### src/rtl/spl_pkg.sv
package spl_pkg;
  localparam int COORD_W = 8;
  localparam int WORD_W  = 32;
  localparam int ATTR_BEHIND = 5;
  localparam int ATTR_HFLIP  = 6;
  localparam int ATTR_VFLIP  = 7;

  // signed-safe distance from sprite top to line, 9 bits so negatives stand out
  function automatic logic [8:0] spl_offset(logic [7:0] line, logic [7:0] y);
    return {1'b0, line} - {1'b0, y};
  endfunction

  function automatic logic spl_in_band(logic [8:0] off, int unsigned h);
    return off < 9'(h);
  endfunction

  function automatic logic [8:0] spl_row(logic [8:0] off, logic flip, int unsigned h);
    return flip ? (9'(h - 1) - off) : off;
  endfunction
endpackage

### src/rtl/spl_entry_eval.sv
module spl_entry_eval
  import spl_pkg::*;
#(
  parameter int SPR_H = 8,
  parameter int ROW_W = 3
) (
  input  logic [7:0]        line_i,
  input  logic [WORD_W-1:0] word_i,
  output logic              in_band_o,
  output logic [ROW_W-1:0]  row_o,
  output logic [7:0]        tile_o,
  output logic [7:0]        x_o,
  output logic [1:0]        pal_o,
  output logic              behind_o,
  output logic              hflip_o
);
  logic [7:0] y, attr;
  logic [8:0] off;

  always_comb begin
    y         = word_i[7:0];
    tile_o    = word_i[15:8];
    attr      = word_i[23:16];
    x_o       = word_i[31:24];
    off       = spl_offset(line_i, y);
    in_band_o = spl_in_band(off, SPR_H);
    row_o     = ROW_W'(spl_row(off, attr[ATTR_VFLIP], SPR_H));
    pal_o     = attr[1:0];
    behind_o  = attr[ATTR_BEHIND];
    hflip_o   = attr[ATTR_HFLIP];
  end
endmodule

### src/rtl/spl_scan_ctrl.sv
module spl_scan_ctrl #(
  parameter int ENTRIES = 64,
  parameter int IDX_W   = 6
) (
  input  logic             clk,
  input  logic             rst_n,
  input  logic             start_i,
  input  logic [IDX_W-1:0] rot_i,
  output logic             busy_o,
  output logic [IDX_W-1:0] idx_o,
  output logic             last_o,
  output logic             done_o
);
  logic [IDX_W-1:0] step;

  assign last_o = busy_o && (step == IDX_W'(ENTRIES - 1));

  always_ff @(posedge clk or negedge rst_n) begin
    if (!rst_n) begin
      busy_o <= 1'b0;
      idx_o  <= '0;
      step   <= '0;
      done_o <= 1'b0;
    end else begin
      done_o <= last_o && !start_i;
      if (start_i) begin
        busy_o <= 1'b1;
        idx_o  <= rot_i;
        step   <= '0;
      end else if (busy_o) begin
        idx_o <= (idx_o == IDX_W'(ENTRIES - 1)) ? '0 : idx_o + 1'b1;
        step  <= step + 1'b1;
        if (last_o) busy_o <= 1'b0;
      end
    end
  end
endmodule

### src/rtl/spl_slot_store.sv
module spl_slot_store #(
  parameter int SLOTS = 8,
  parameter int ROW_W = 3,
  parameter int CNT_W = 4
) (
  input  logic                   clk,
  input  logic                   rst_n,
  input  logic                   clear_i,
  input  logic                   hit_i,
  input  logic [ROW_W-1:0]       row_i,
  input  logic [7:0]             tile_i,
  input  logic [7:0]             x_i,
  input  logic [1:0]             pal_i,
  input  logic                   behind_i,
  input  logic                   hflip_i,
  output logic [SLOTS*ROW_W-1:0] row_o,
  output logic [SLOTS*8-1:0]     tile_o,
  output logic [SLOTS*8-1:0]     x_o,
  output logic [SLOTS*2-1:0]     pal_o,
  output logic [SLOTS-1:0]       behind_o,
  output logic [SLOTS-1:0]       hflip_o,
  output logic [CNT_W-1:0]       count_o,
  output logic                   overflow_o,
  output logic                   store_ev_o,
  output logic                   ovf_ev_o
);
  logic full;
  assign full       = (count_o == CNT_W'(SLOTS));
  assign store_ev_o = hit_i && !full && !clear_i;
  assign ovf_ev_o   = hit_i && full && !clear_i;

  always_ff @(posedge clk or negedge rst_n) begin
    if (!rst_n) begin
      count_o    <= '0;
      overflow_o <= 1'b0;
    end else if (clear_i) begin
      count_o    <= '0;
      overflow_o <= 1'b0;
    end else begin
      if (store_ev_o) count_o <= count_o + 1'b1;
      if (ovf_ev_o) overflow_o <= 1'b1;
    end
  end

  for (genvar s = 0; s < SLOTS; s++) begin : g_slot
    always_ff @(posedge clk or negedge rst_n) begin
      if (!rst_n) begin
        row_o[s*ROW_W +: ROW_W] <= '0;
        tile_o[s*8 +: 8]        <= '0;
        x_o[s*8 +: 8]           <= '0;
        pal_o[s*2 +: 2]         <= '0;
        behind_o[s]             <= 1'b0;
        hflip_o[s]              <= 1'b0;
      end else if (store_ev_o && count_o == CNT_W'(s)) begin
        row_o[s*ROW_W +: ROW_W] <= row_i;
        tile_o[s*8 +: 8]        <= tile_i;
        x_o[s*8 +: 8]           <= x_i;
        pal_o[s*2 +: 2]         <= pal_i;
        behind_o[s]             <= behind_i;
        hflip_o[s]              <= hflip_i;
      end
    end
  end
endmodule

### src/rtl/sprite_line_picker.sv
module sprite_line_picker
  import spl_pkg::*;
#(
  parameter int ENTRIES = 64,
  parameter int SLOTS   = 8,
  parameter int SPR_H   = 8,
  localparam int IDX_W  = $clog2(ENTRIES),
  localparam int CNT_W  = $clog2(SLOTS + 1),
  localparam int ROW_W  = $clog2(SPR_H)
) (
  input  logic                   clk,
  input  logic                   rst_n,
  input  logic                   start_i,
  input  logic [7:0]             line_i,
  input  logic [IDX_W-1:0]       rot_i,
  output logic [IDX_W-1:0]       oam_addr_o,
  input  logic [WORD_W-1:0]      oam_data_i,
  output logic                   busy_o,
  output logic                   done_o,
  output logic [CNT_W-1:0]       found_o,
  output logic                   overflow_o,
  output logic [SLOTS*ROW_W-1:0] row_o,
  output logic [SLOTS*8-1:0]     tile_o,
  output logic [SLOTS*8-1:0]     x_o,
  output logic [SLOTS*2-1:0]     pal_o,
  output logic [SLOTS-1:0]       behind_o,
  output logic [SLOTS-1:0]       hflip_o
);
  logic             in_band, hit_ev, store_ev, ovf_ev, last_ev;
  logic [ROW_W-1:0] e_row;
  logic [7:0]       e_tile, e_x;
  logic [1:0]       e_pal;
  logic             e_behind, e_hflip;

  spl_scan_ctrl #(.ENTRIES(ENTRIES), .IDX_W(IDX_W)) u_ctrl (
    .clk(clk), .rst_n(rst_n), .start_i(start_i), .rot_i(rot_i),
    .busy_o(busy_o), .idx_o(oam_addr_o), .last_o(last_ev), .done_o(done_o)
  );

  spl_entry_eval #(.SPR_H(SPR_H), .ROW_W(ROW_W)) u_eval (
    .line_i(line_i), .word_i(oam_data_i), .in_band_o(in_band),
    .row_o(e_row), .tile_o(e_tile), .x_o(e_x), .pal_o(e_pal),
    .behind_o(e_behind), .hflip_o(e_hflip)
  );

  assign hit_ev = busy_o && in_band;

  spl_slot_store #(.SLOTS(SLOTS), .ROW_W(ROW_W), .CNT_W(CNT_W)) u_store (
    .clk(clk), .rst_n(rst_n), .clear_i(start_i), .hit_i(hit_ev),
    .row_i(e_row), .tile_i(e_tile), .x_i(e_x), .pal_i(e_pal),
    .behind_i(e_behind), .hflip_i(e_hflip),
    .row_o(row_o), .tile_o(tile_o), .x_o(x_o), .pal_o(pal_o),
    .behind_o(behind_o), .hflip_o(hflip_o),
    .count_o(found_o), .overflow_o(overflow_o),
    .store_ev_o(store_ev), .ovf_ev_o(ovf_ev)
  );
endmodule

### config.mk
export PLATFORM = sky130hd
export DESIGN_NAME = sprite_line_picker
export DESIGN_NICKNAME = d
export VERILOG_FILES = /design/src/rtl/spl_pkg.sv /design/src/rtl/spl_entry_eval.sv /design/src/rtl/spl_scan_ctrl.sv /design/src/rtl/spl_slot_store.sv /design/src/rtl/sprite_line_picker.sv
export SDC_FILE = /design/constraint.sdc
export NUM_CORES = 1
export LEC_CHECK = 0
export BUFFER_PORTS_ARGS = -buffer_cell sky130_fd_sc_hd__buf_2
export CELL_PAD_IN_SITES_DETAIL_PLACEMENT = 0
export CELL_PAD_IN_SITES_GLOBAL_PLACEMENT = 1
export CORE_MARGIN = 5
export CORE_UTILIZATION = 38
export DETAILED_ROUTE_END_ITERATION = 10
export PLACE_DENSITY = 0.76
export SLEW_MARGIN = 20
export SYNTH_ARGS = -nofsm -noshare
export SYNTH_HDL_FRONTEND = slang
export SYNTH_SLANG_ARGS = --single-unit
export TNS_END_PERCENT = 100
### constraint.sdc
create_clock -name clk -period 1.9 [get_ports clk]
set_input_delay 0.19 -clock clk [delete_from_list [all_inputs] [get_ports clk]]
set_output_delay 0.19 -clock clk [all_outputs]
set_load 0.01 [all_outputs]
Word level (Yosys, flattened, before mapping) --
Cells that the tools add are included.
Storage, ports and cells: register bits 203, input port bits 49, output and inout port bits 197, logic and storage cells 104
Operators by class: add/sub/neg operators 5, order comparisons 1, equality and inequality tests 10, multiplexer cells 13, reduce and logical (&&, ||, !) cells 21
Operators with widths (number):
- $mux W6 | 5
- $eq A4 B3 Y1 const B | 4
- $logic_and A1 B1 Y1 | 15
- $add A6 B1 Y6 const B | 2
- $eq A6 B6 Y1 const B | 2
- $lt A9 B4 Y1 const B | 1
- $sub A8 B8 Y9 | 1
- $eq A4 B2 Y1 const B | 2
- $mux W4 | 2
- $reduce_bool A2 Y1 | 3
- $mux W1 | 5
- $add A4 B1 Y4 const B | 1
- $eq A4 B1 Y1 const B | 1
- $eq A4 B4 Y1 const B | 1
- $logic_not A4 Y1 | 1
- $mux W3 | 1
- $sub A3 B3 Y3 const A | 1
- $logic_not A1 Y1 | 2

Longest topological paths before layout --
Gate-level depths: netlist (run 1).
depth after elaboration 7, mapped depth 11, gate-level depth less buffers 9

Modules after synthesis --
A second synthesis (run 1) with hierarchy kept.
Second synthesis, totals: cells, all modules 592, area, all modules 8804.7 um^2
Modules (own cells, without submodules):
- spl_slot_store | times used 1, cells an instance 437, area an instance 7489.7 um^2, seq. area each 4729.5 um^2
- spl_scan_ctrl | times used 1, cells an instance 73, area an instance 709.4 um^2, seq. area each 350.3 um^2
- spl_entry_eval | times used 1, cells an instance 81, area an instance 599.3 um^2, seq. area each 0.0 um^2
- sprite_line_picker | times used 1, cells an instance 1, area an instance 6.3 um^2, seq. area each 0.0 um^2

Least setup slack after synthesis (run 1) --
No wires, ideal clock.
path kind input to register, start point input line_i[0], end point register u_store.behind_o[7], library setup time 0.125 ns, arrival time 2.636 ns, required time 1.775 ns, setup slack -0.861 ns, cell stages on the path 11, path buffers 2, cells stage by stage inv_1 > ha_1 > fa_1 > and2b_1 > o2111ai_1 > a21oi_1 > o21bai_2 > buf_4 > nor4_4 > buf_6 > mux2_2
Between the ends: word-level cells in the longest chain between the ends 6
Ends and longest elaborated chain:
- start: declaration | RTL line sprite_line_picker.sv:14 | input logic [7:0] line_i,
- $sub A8 B8 Y9 | RTL line spl_pkg.sv:10 | return {1'b0, line} - {1'b0, y};
- $lt A9 B4 Y1 | RTL line spl_pkg.sv:14 | return off < 9'(h);
- $logic_and A1 B1 Y1 | RTL line sprite_line_picker.sv:46 | assign hit_ev = busy_o && in_band;
- $logic_and A1 B1 Y1 (2 in series) | RTL line spl_slot_store.sv:29 | assign store_ev_o = hit_i && !full && !clear_i;
- $logic_and A1 B1 Y1 | RTL line spl_slot_store.sv:54 | end else if (store_ev_o && count_o == CNT_W'(s)) begin
- end signal: indexed assignment | RTL line spl_slot_store.sv:59 | behind_o[s] <= behind_i;
- end: declaration | RTL line spl_slot_store.sv:20 | output logic [SLOTS-1:0] behind_o,
Every way passes these cells. A chain may end at the register's enable or synchronous reset.

Worst setup path in the final report (run 1) --
start point input line_i[0], end point register u_store.row_o[10]
Between the ends: word-level cells in the longest chain between the ends 6, elaborated cells on any way between the ends 8, classes of those cells add/sub: 2; order compare: 1; mux: 1; reduce/logical: 4
Ends and longest elaborated chain:
- $sub A8 B8 Y9 * | RTL line spl_pkg.sv:10
- $lt A9 B4 Y1 | RTL line spl_pkg.sv:14
- $logic_and A1 B1 Y1 | RTL line sprite_line_picker.sv:46
- $logic_and A1 B1 Y1 (2 in series) | RTL line spl_slot_store.sv:29
- $logic_and A1 B1 Y1 | RTL line spl_slot_store.sv:54
- end signal: indexed assignment | RTL line spl_slot_store.sv:55 | row_o[s*ROW_W +: ROW_W] <= row_i;
- end: declaration | RTL line spl_slot_store.sv:16 | output logic [SLOTS*ROW_W-1:0] row_o,
Every way passes the cells marked *; elsewhere a longest branch is shown, timed or not.

==> impl_metrics.env, run 1 <==
export IMPL_synthTopCellsByArea="dfrtp_1 (60%), mux2_2 (22%), mux2_1 (2.4%)"
export IMPL_cp_num_buf_inv=7
export IMPL_antenna_found_initial=0
export IMPL_p_leak_nw=6.77
export IMPL_grt_pass1_vias=6501
export IMPL_rsz0062_at_grt="true"
export IMPL_tightest_slew_ps=794
export IMPL_ys_warnings_count=0
export IMPL_grt_use_total_pct=19.8
export IMPL_syn_avg_cell_area_um2=15.1
export IMPL_synth_cell_types=44
export IMPL_nets=967
export IMPL_ys_ff_latch=203
export IMPL_fmax_mhz=424
export IMPL_layout_min_cycle_time_ps=2360
export IMPL_syn_to_final_growth_pct=50.4
export IMPL_root_buffer="clkbuf_16"
export IMPL_finalSetupViolations=189
export IMPL_rr_startpoint="u_store.count_o[1]"
export IMPL_cp_startpoint="line_i[0]"
export IMPL_clk_pin_slew_ps=60
export IMPL_syn_inst=560
export IMPL_slew_viol_final=0
export IMPL_ant_nets=0
export IMPL_via_per_inst=4.99
export IMPL_dr_first_iter_drc_count=304
export IMPL_synth_xor_area_share_pct=1.14
export IMPL_synth_top_cell_by_area="dfrtp_1"
export IMPL_synth_area_um2=8460
export IMPL_ys_flop_type="dfrtp_1"
export IMPL_synth_most_common_cell="dfrtp_1"
export IMPL_insertion_delay_ps=490
export IMPL_n_antenna_cell=0
export IMPL_crit_family="buffers and inverters"
export IMPL_critical_path_required_ps=2270
export IMPL_crit_cells=15
export IMPL_die_h_um=159
export IMPL_crit_type="in2reg"
export IMPL_critical_path_arrival_ps=2730
export IMPL_wirelength_um=26600
export IMPL_grt_pass1_wl_um=40100
export IMPL_avgRoutedWirePerCell_um=22.2
export IMPL_cts_max_level=1
export IMPL_hold_class="in2reg"
export IMPL_crit_end="u_store.row_o[10]"
export IMPL_status="finished, violations left"
export IMPL_synth_top_family_by_area="multiplexers"
export IMPL_final_instance_count_excl_fill=1195
export IMPL_vdd_ir_drop_worst_v=0.000577
export IMPL_setup_tns_ps=-74840
export IMPL_core_um2=21900
export IMPL_drc_errors=0
export IMPL_crit_slowest_cell="fa_2"
export IMPL_place_hpwl_um=16000
export IMPL_hold_viol_final=0
export IMPL_clkSinkCount=203
export IMPL_grt_use_met3_pct=5.93
export IMPL_placedCellCount=1111
export IMPL_max_slew_margin_pct=46.7
export IMPL_violations="negative setup slack"
export IMPL_grt_ovfl_total=0
export IMPL_initial_core_util_pct=38.6
export IMPL_r2r_cells=7
export IMPL_die_w_um=159
export IMPL_fin_util_pct=58.1
export IMPL_maxCapViolations=0
export IMPL_setup_ws_ps=-456
export IMPL_synth_simple_gate_area_share_pct=5.68
export IMPL_use_met2_pct=32.0
export IMPL_gp_congestion=0.758
export IMPL_synth_fa_ha_area_share_pct=2.45
export IMPL_synth_mux_area_share_pct=25.1
export IMPL_cts_tree="built"
export IMPL_synth_compound_area_share_pct=2.75
export IMPL_powerDensity_nw_per_um2=808
export IMPL_io_pin_count=246
export IMPL_startpoint_type="input port"
export IMPL_skew_ps=6.25
export IMPL_power_total_mw=10.3
export IMPL_drive_gt1_share_pct=63.2
export IMPL_numCtsBuffers=23
export IMPL_synth_edf_count=0
export IMPL_synth_commonest_cells="dfrtp_1 (203), mux2_2 (168), mux2_1 (18)"
export IMPL_cts_buffer_depth=3
export IMPL_cp_end_kind="flop"
export IMPL_dieArea_um2=25300
export IMPL_r2r_end="u_store.tile_o[7]"
export IMPL_drtPass1Iterations=4
export IMPL_max_stage_delay_ps=330
export IMPL_seq_area_frac_synth_pct=60.0
export IMPL_crit_chain="buf_12, inv_12, ha_4, fa_2, and2b_2, nor2_1, o31ai_1, buf_4, o32ai_4, buf_12, buf_4, nor4_4, buf_6, clkbuf_16, mux2_4"
export IMPL_routed_via_count=5960
export IMPL_r2r_setup_slack_ps=-90
export IMPL_globalRoute_busiestLayer="met2"
export IMPL_timing_final_crit_share_pct=124
export IMPL_yosysTopAreaCellShare_pct=60.0
export IMPL_port_buffers=242
export IMPL_grt_max_degree=60
export IMPL_async_reset_ff_share_pct=100
export IMPL_syn_nets=625
export IMPL_crit_path_max_fanout=6
export IMPL_num_rows=54
export IMPL_grt_use_met1_pct=26.8
## timing repair
action	CTS	global route
hold endpoints to repair	57	0
hold buffers	7	0
pin swaps	14	2
setup buffers	26	7
gates cloned	12	3
endpoints found under the setup margin	189	189
gates resized for setup	179	26
## flip-flops by register name, indices dropped and copies added, names as in the netlist
register	cells
u_ctrl.busy_o	1
u_store.tile_o	64
u_store.row_o	24
u_store.behind_o	8
u_store.hflip_o	8
u_store.overflow_o	1
u_store.count_o	4
u_store.pal_o	16
u_ctrl.step	6
u_ctrl.idx_o	6
u_store.x_o	64
u_ctrl.done_o	1
## worst min-delay path by stage
stage,cells after the start,from,end
final,2,oam_data_i[8],u_store.tile_o[0]
after global routing,2,oam_data_i[21],u_store.behind_o[5]
after CTS,2,oam_data_i[8],u_store.tile_o[0]
after detailed placement,1,rst_n,u_store.tile_o[55]
after global placement,1,rst_n,u_store.overflow_o
after floorplan,0,rst_n,u_ctrl.busy_o
## metal layers
| metal | vias up | routed length [um] |
|---|---|---|
| li1 | 2678 | - |
| met3 | 31 | 1970 |
| met4 | 0 | 341 |
| met1 | 3054 | 11900 |
| met5 | - | 0 |
| met2 | 197 | 12400 |
## final cells by class
type                    instances  area, um^2
inverters                      14        65.1
clock inverters                 6         109
well taps                     280         350
flip-flops and latches        203        5080
clock buffers                  32         649
repair buffers                340        2510
fillers                      1773        9170
multi-input cells             320        3960
## logic make-up after synthesis
kind of cell / Yosys count
xor+xnor: 11
compound gates: 35
buf+inv: 37
flops: 203
mux: 189
simple gates: 69
fa+ha+maj: 16
## layout by cell type, fill, tap and decap left out, types with 5 or more instances in the layout
cell           netlist  layout
buf_2                5     239
dlygate4sd3_1        0       7
inv_1               14      13
a21oi_1             12       8
dfrtp_1            203     203
xor2_1               6       6
buf_6               11       7
buf_12               0      23
clkbuf_16            0      27
ha_1                15      14
clkbuf_8             0       5
clkbuf_1             3       5
nand2_1             15      15
buf_16               0       6
mux2_4               0     186
buf_4                3      49
nand2b_1             8       8
nor4_4               7       9
xnor2_1              5       5
nor2_1              14      14
o21ai_0              9       9
## report_power, final
group / internal, mW / switching (mW)
Clock: 2.77 / 1.71
Sequential: 4.49 / 0.119
Combinational: 0.592 / 0.594
## worst register-to-register path, cell delays in order, from the launching register on
cell       delay, ps
dfrtp_1          430
inv_1            100
ha_1             180
nand2b_1         150
nor4_4           320
buf_6            190
clkbuf_16        190
mux2_4           300
## per-stage QoR
step	instance area, um^2	worst slack (ps)	hold slack (ps)
floorplan	8740	-798	-106
global placement	10600	-1080	220
detailed placement	10600	-1150	225
CTS	12700	-488	32.8
global route	12700	-522	54.3
finish	12700	-456	45.5
Power figures use the tool's default switching activity.
==> run 2, diff against run 1 <==
Settings changed: BUFFER_PORTS_ARGS -buffer_cell sky130_fd_sc_hd__buf_2 to not set, CORE_UTILIZATION 38 to 46, DONT_BUFFER_PORTS set to 1, PLACE_DENSITY 0.76 to 0.75.
==> run 2 against run 1 <==
Net effect:
- critical path depth down 3
- hold slack worse by 650 ps
- non-clock buffer count shrank 246
- sequential power up 3%
- via count is 17% lower
- power is 2.4% lower
- first-iteration DRC count decreased by 53%
- the run ends with negative hold slack, negative setup slack left
- count of clock-buffer cells in the layout fell by 5
- cell area decreased by 13%
==> impl_metrics.env, run 2 (synthesis gave the netlist of run 1 again) <==
export IMPL_status="finished, violations left"
export IMPL_violations="negative hold slack, negative setup slack"
export IMPL_core_um2=18000
export IMPL_grt_pass1_wl_um=35000
export IMPL_routed_via_count=4962
export IMPL_p_int_mw=7.74
export IMPL_setup_ws_ps=-326
export IMPL_numCtsBuffers=22
export IMPL_root_buffer="clkbuf_16"
export IMPL_grt_pass1_vias=5358
export IMPL_layout_min_cycle_time_ps=2230
export IMPL_port_buffers=0
export IMPL_drive_gt1_share_pct=45.9
export IMPL_crit_type="in2reg"
export IMPL_drc_errors=0
export IMPL_swShare_pct=22.8
export IMPL_die_w_um=146
export IMPL_place_hpwl_um=13800
export IMPL_clkSinkCount=203
export IMPL_num_rows=49
export IMPL_slew_viol_final=0
export IMPL_initial_core_util_pct=46.9
export IMPL_nets=720
export IMPL_dieArea_um2=21200
export IMPL_final_cell_mix="dfrtp_1 (203), mux2_4 (110), mux2_2 (69), clkbuf_16 (27), dlygate4sd3_1 (27)"
export IMPL_timing_final_crit_share_pct=117
export IMPL_r2r_end="u_store.x_o[27]"
export IMPL_critical_path_required_ps=2270
export IMPL_via_per_inst=5.51
export IMPL_p_leak_nw=5.37
export IMPL_cts_hold_buf=27
export IMPL_grt_ovfl_total=0
export IMPL_post_dp_cell_area_um2=9180
export IMPL_tightest_slew_ps=955
export IMPL_dr_first_iter_drc_count=143
export IMPL_r2r_cells=7
export IMPL_grt_use_total_pct=20.8
export IMPL_p_switching_mw=2.29
export IMPL_cts_max_level=1
export IMPL_die_h_um=146
export IMPL_biggestRegsByFlops="u_store.tile_o: 64 flops, u_store.x_o: 64 flops, u_store.row_o: 24 flops"
export IMPL_hold_viol_final=203
export IMPL_rr_startpoint="u_ctrl.busy_o"
export IMPL_rsz0062_at_grt="true"
export IMPL_finalSetupViolations=185
export IMPL_r2r_setup_slack_ps=-150
export IMPL_startpoint_type="input port"
export IMPL_gp_congestion=0.827
export IMPL_wirelength_um=23300
export IMPL_crit_path_max_fanout=6
export IMPL_critical_path_arrival_ps=2600
export IMPL_fin_util_pct=61.4
export IMPL_setup_tns_ps=-34890
export IMPL_avgRoutedWirePerCell_um=25.9
export IMPL_nFillCells=1334
export IMPL_grt_max_degree=204
export IMPL_cts_buffer_depth=3
export IMPL_layout_commonest_cell="dfrtp_1"
export IMPL_insertion_delay_ps=490
export IMPL_place_ws_ps=-823
export IMPL_cts_tree="built"
export IMPL_vdd_ir_drop_worst_v=0.000896
export IMPL_hold_class="in2async"
export IMPL_io_pin_count=246
export IMPL_postLayoutCellArea_um2=11100
export IMPL_maxCapViolations=0
export IMPL_syn_to_final_growth_pct=30.7
export IMPL_ant_nets=0
export IMPL_cp_end_kind="flop"
export IMPL_p_seq_share_pct=47.3
export IMPL_drtPass1Iterations=4
export IMPL_power_frac_comb_pct=6.6
export IMPL_max_slew_margin_pct=36.1
export IMPL_holdWs_ps=-606
export IMPL_clk_pin_slew_ps=60
export IMPL_skew_ps=11.2
export IMPL_fmax_mhz=449
export IMPL_antenna_found_initial=0
export IMPL_power_total_mw=10.0
export IMPL_n_antenna_cell=0
export IMPL_powerDensity_nw_per_um2=907
export IMPL_clkPwrFrac_pct=46.1
==> run 2: changes by cell type in the layout (fill, tap and decap cells not counted), moves of 7 or more <==
cell	before	now
buf_12	23	15
buf_2	239	0
buf_4	49	25
buf_6	7	16
dlygate4sd3_1	7	27
mux2_1	0	7
mux2_2	0	69
mux2_4	186	110
==> run 2: layer usage <==
metal  vias to the layer above  GRT usage (%)  share of wire, %
met3                        34           7.72               9.4
met5                         -              0                 0
met1                      2545           26.8                40
met2                       198           34.1                48
li1                       2185              -                 -
met4                         0           4.48               2.0
==> run 2: power by group through the flow <==
| stage | Combinational [mW] | Clock, mW | Sequential [mW] |
|---|---|---|---|
| floorplan | 0.394 | 0 | 4.74 |
| global placement | 0.479 | 0 | 4.82 |
| detailed placement | 0.506 | 0 | 4.83 |
| CTS | 0.657 | 4.73 | 4.75 |
| global route | 0.721 | 4.91 | 4.76 |
| finish | 0.666 | 4.62 | 4.74 |
==> run 2: repair_timing <==
item                                    4_1_cts  5_1_grt
cloned                                        9        5
buffers inserted                             12        4
endpoints found under the setup margin      188      189
gates resized for setup                     101        7
pin swaps                                     8        4
endpoints found under the hold margin       382      203
==> run 2: how the worst max path moves through the flow <==
stage / start / to
floorplan: line_i[0] / u_store.behind_o[7]
global placement: line_i[0] / u_store.x_o[63]
detailed placement: line_i[0] / u_store.x_o[54]
CTS: line_i[0] / u_store.row_o[11]
global route: line_i[0] / u_store.x_o[27]
finish: line_i[0] / u_store.x_o[27]
==> run 2: worst max-delay path, stage by stage <==
cell and delay (ps):
inv_12 10, ha_4 140, fa_2 350, and2b_2 250, o2111ai_2 140, a21oi_2 200
o21bai_4 150, buf_12 180, nor4_4 260, buf_4 210, clkbuf_16 180, mux2_2 330
==> run 2: per-stage QoR <==
stage          hold slack [ps]  instances
4_1_cts                   -629        891
3_5_place_dp             -99.3        804
5_1_grt                   -633        900
2_1_floorplan             -106        560
3_3_place_gp              -100        804
6_report                  -606        900
==> run 2: area by class of cell <==
class / count / area [um^2] / share of cell area (%)
inverters: 14 / 65.1 / 0.588
flip-flops and latches: 203 / 5080 / 45.9
multi-input cells: 320 / 3630 / 32.8
well taps: 229 / 287 / 2.59
repair buffers: 94 / 1210 / 10.9
clock inverters: 13 / 178 / 1.61
clock buffers: 27 / 621 / 5.61
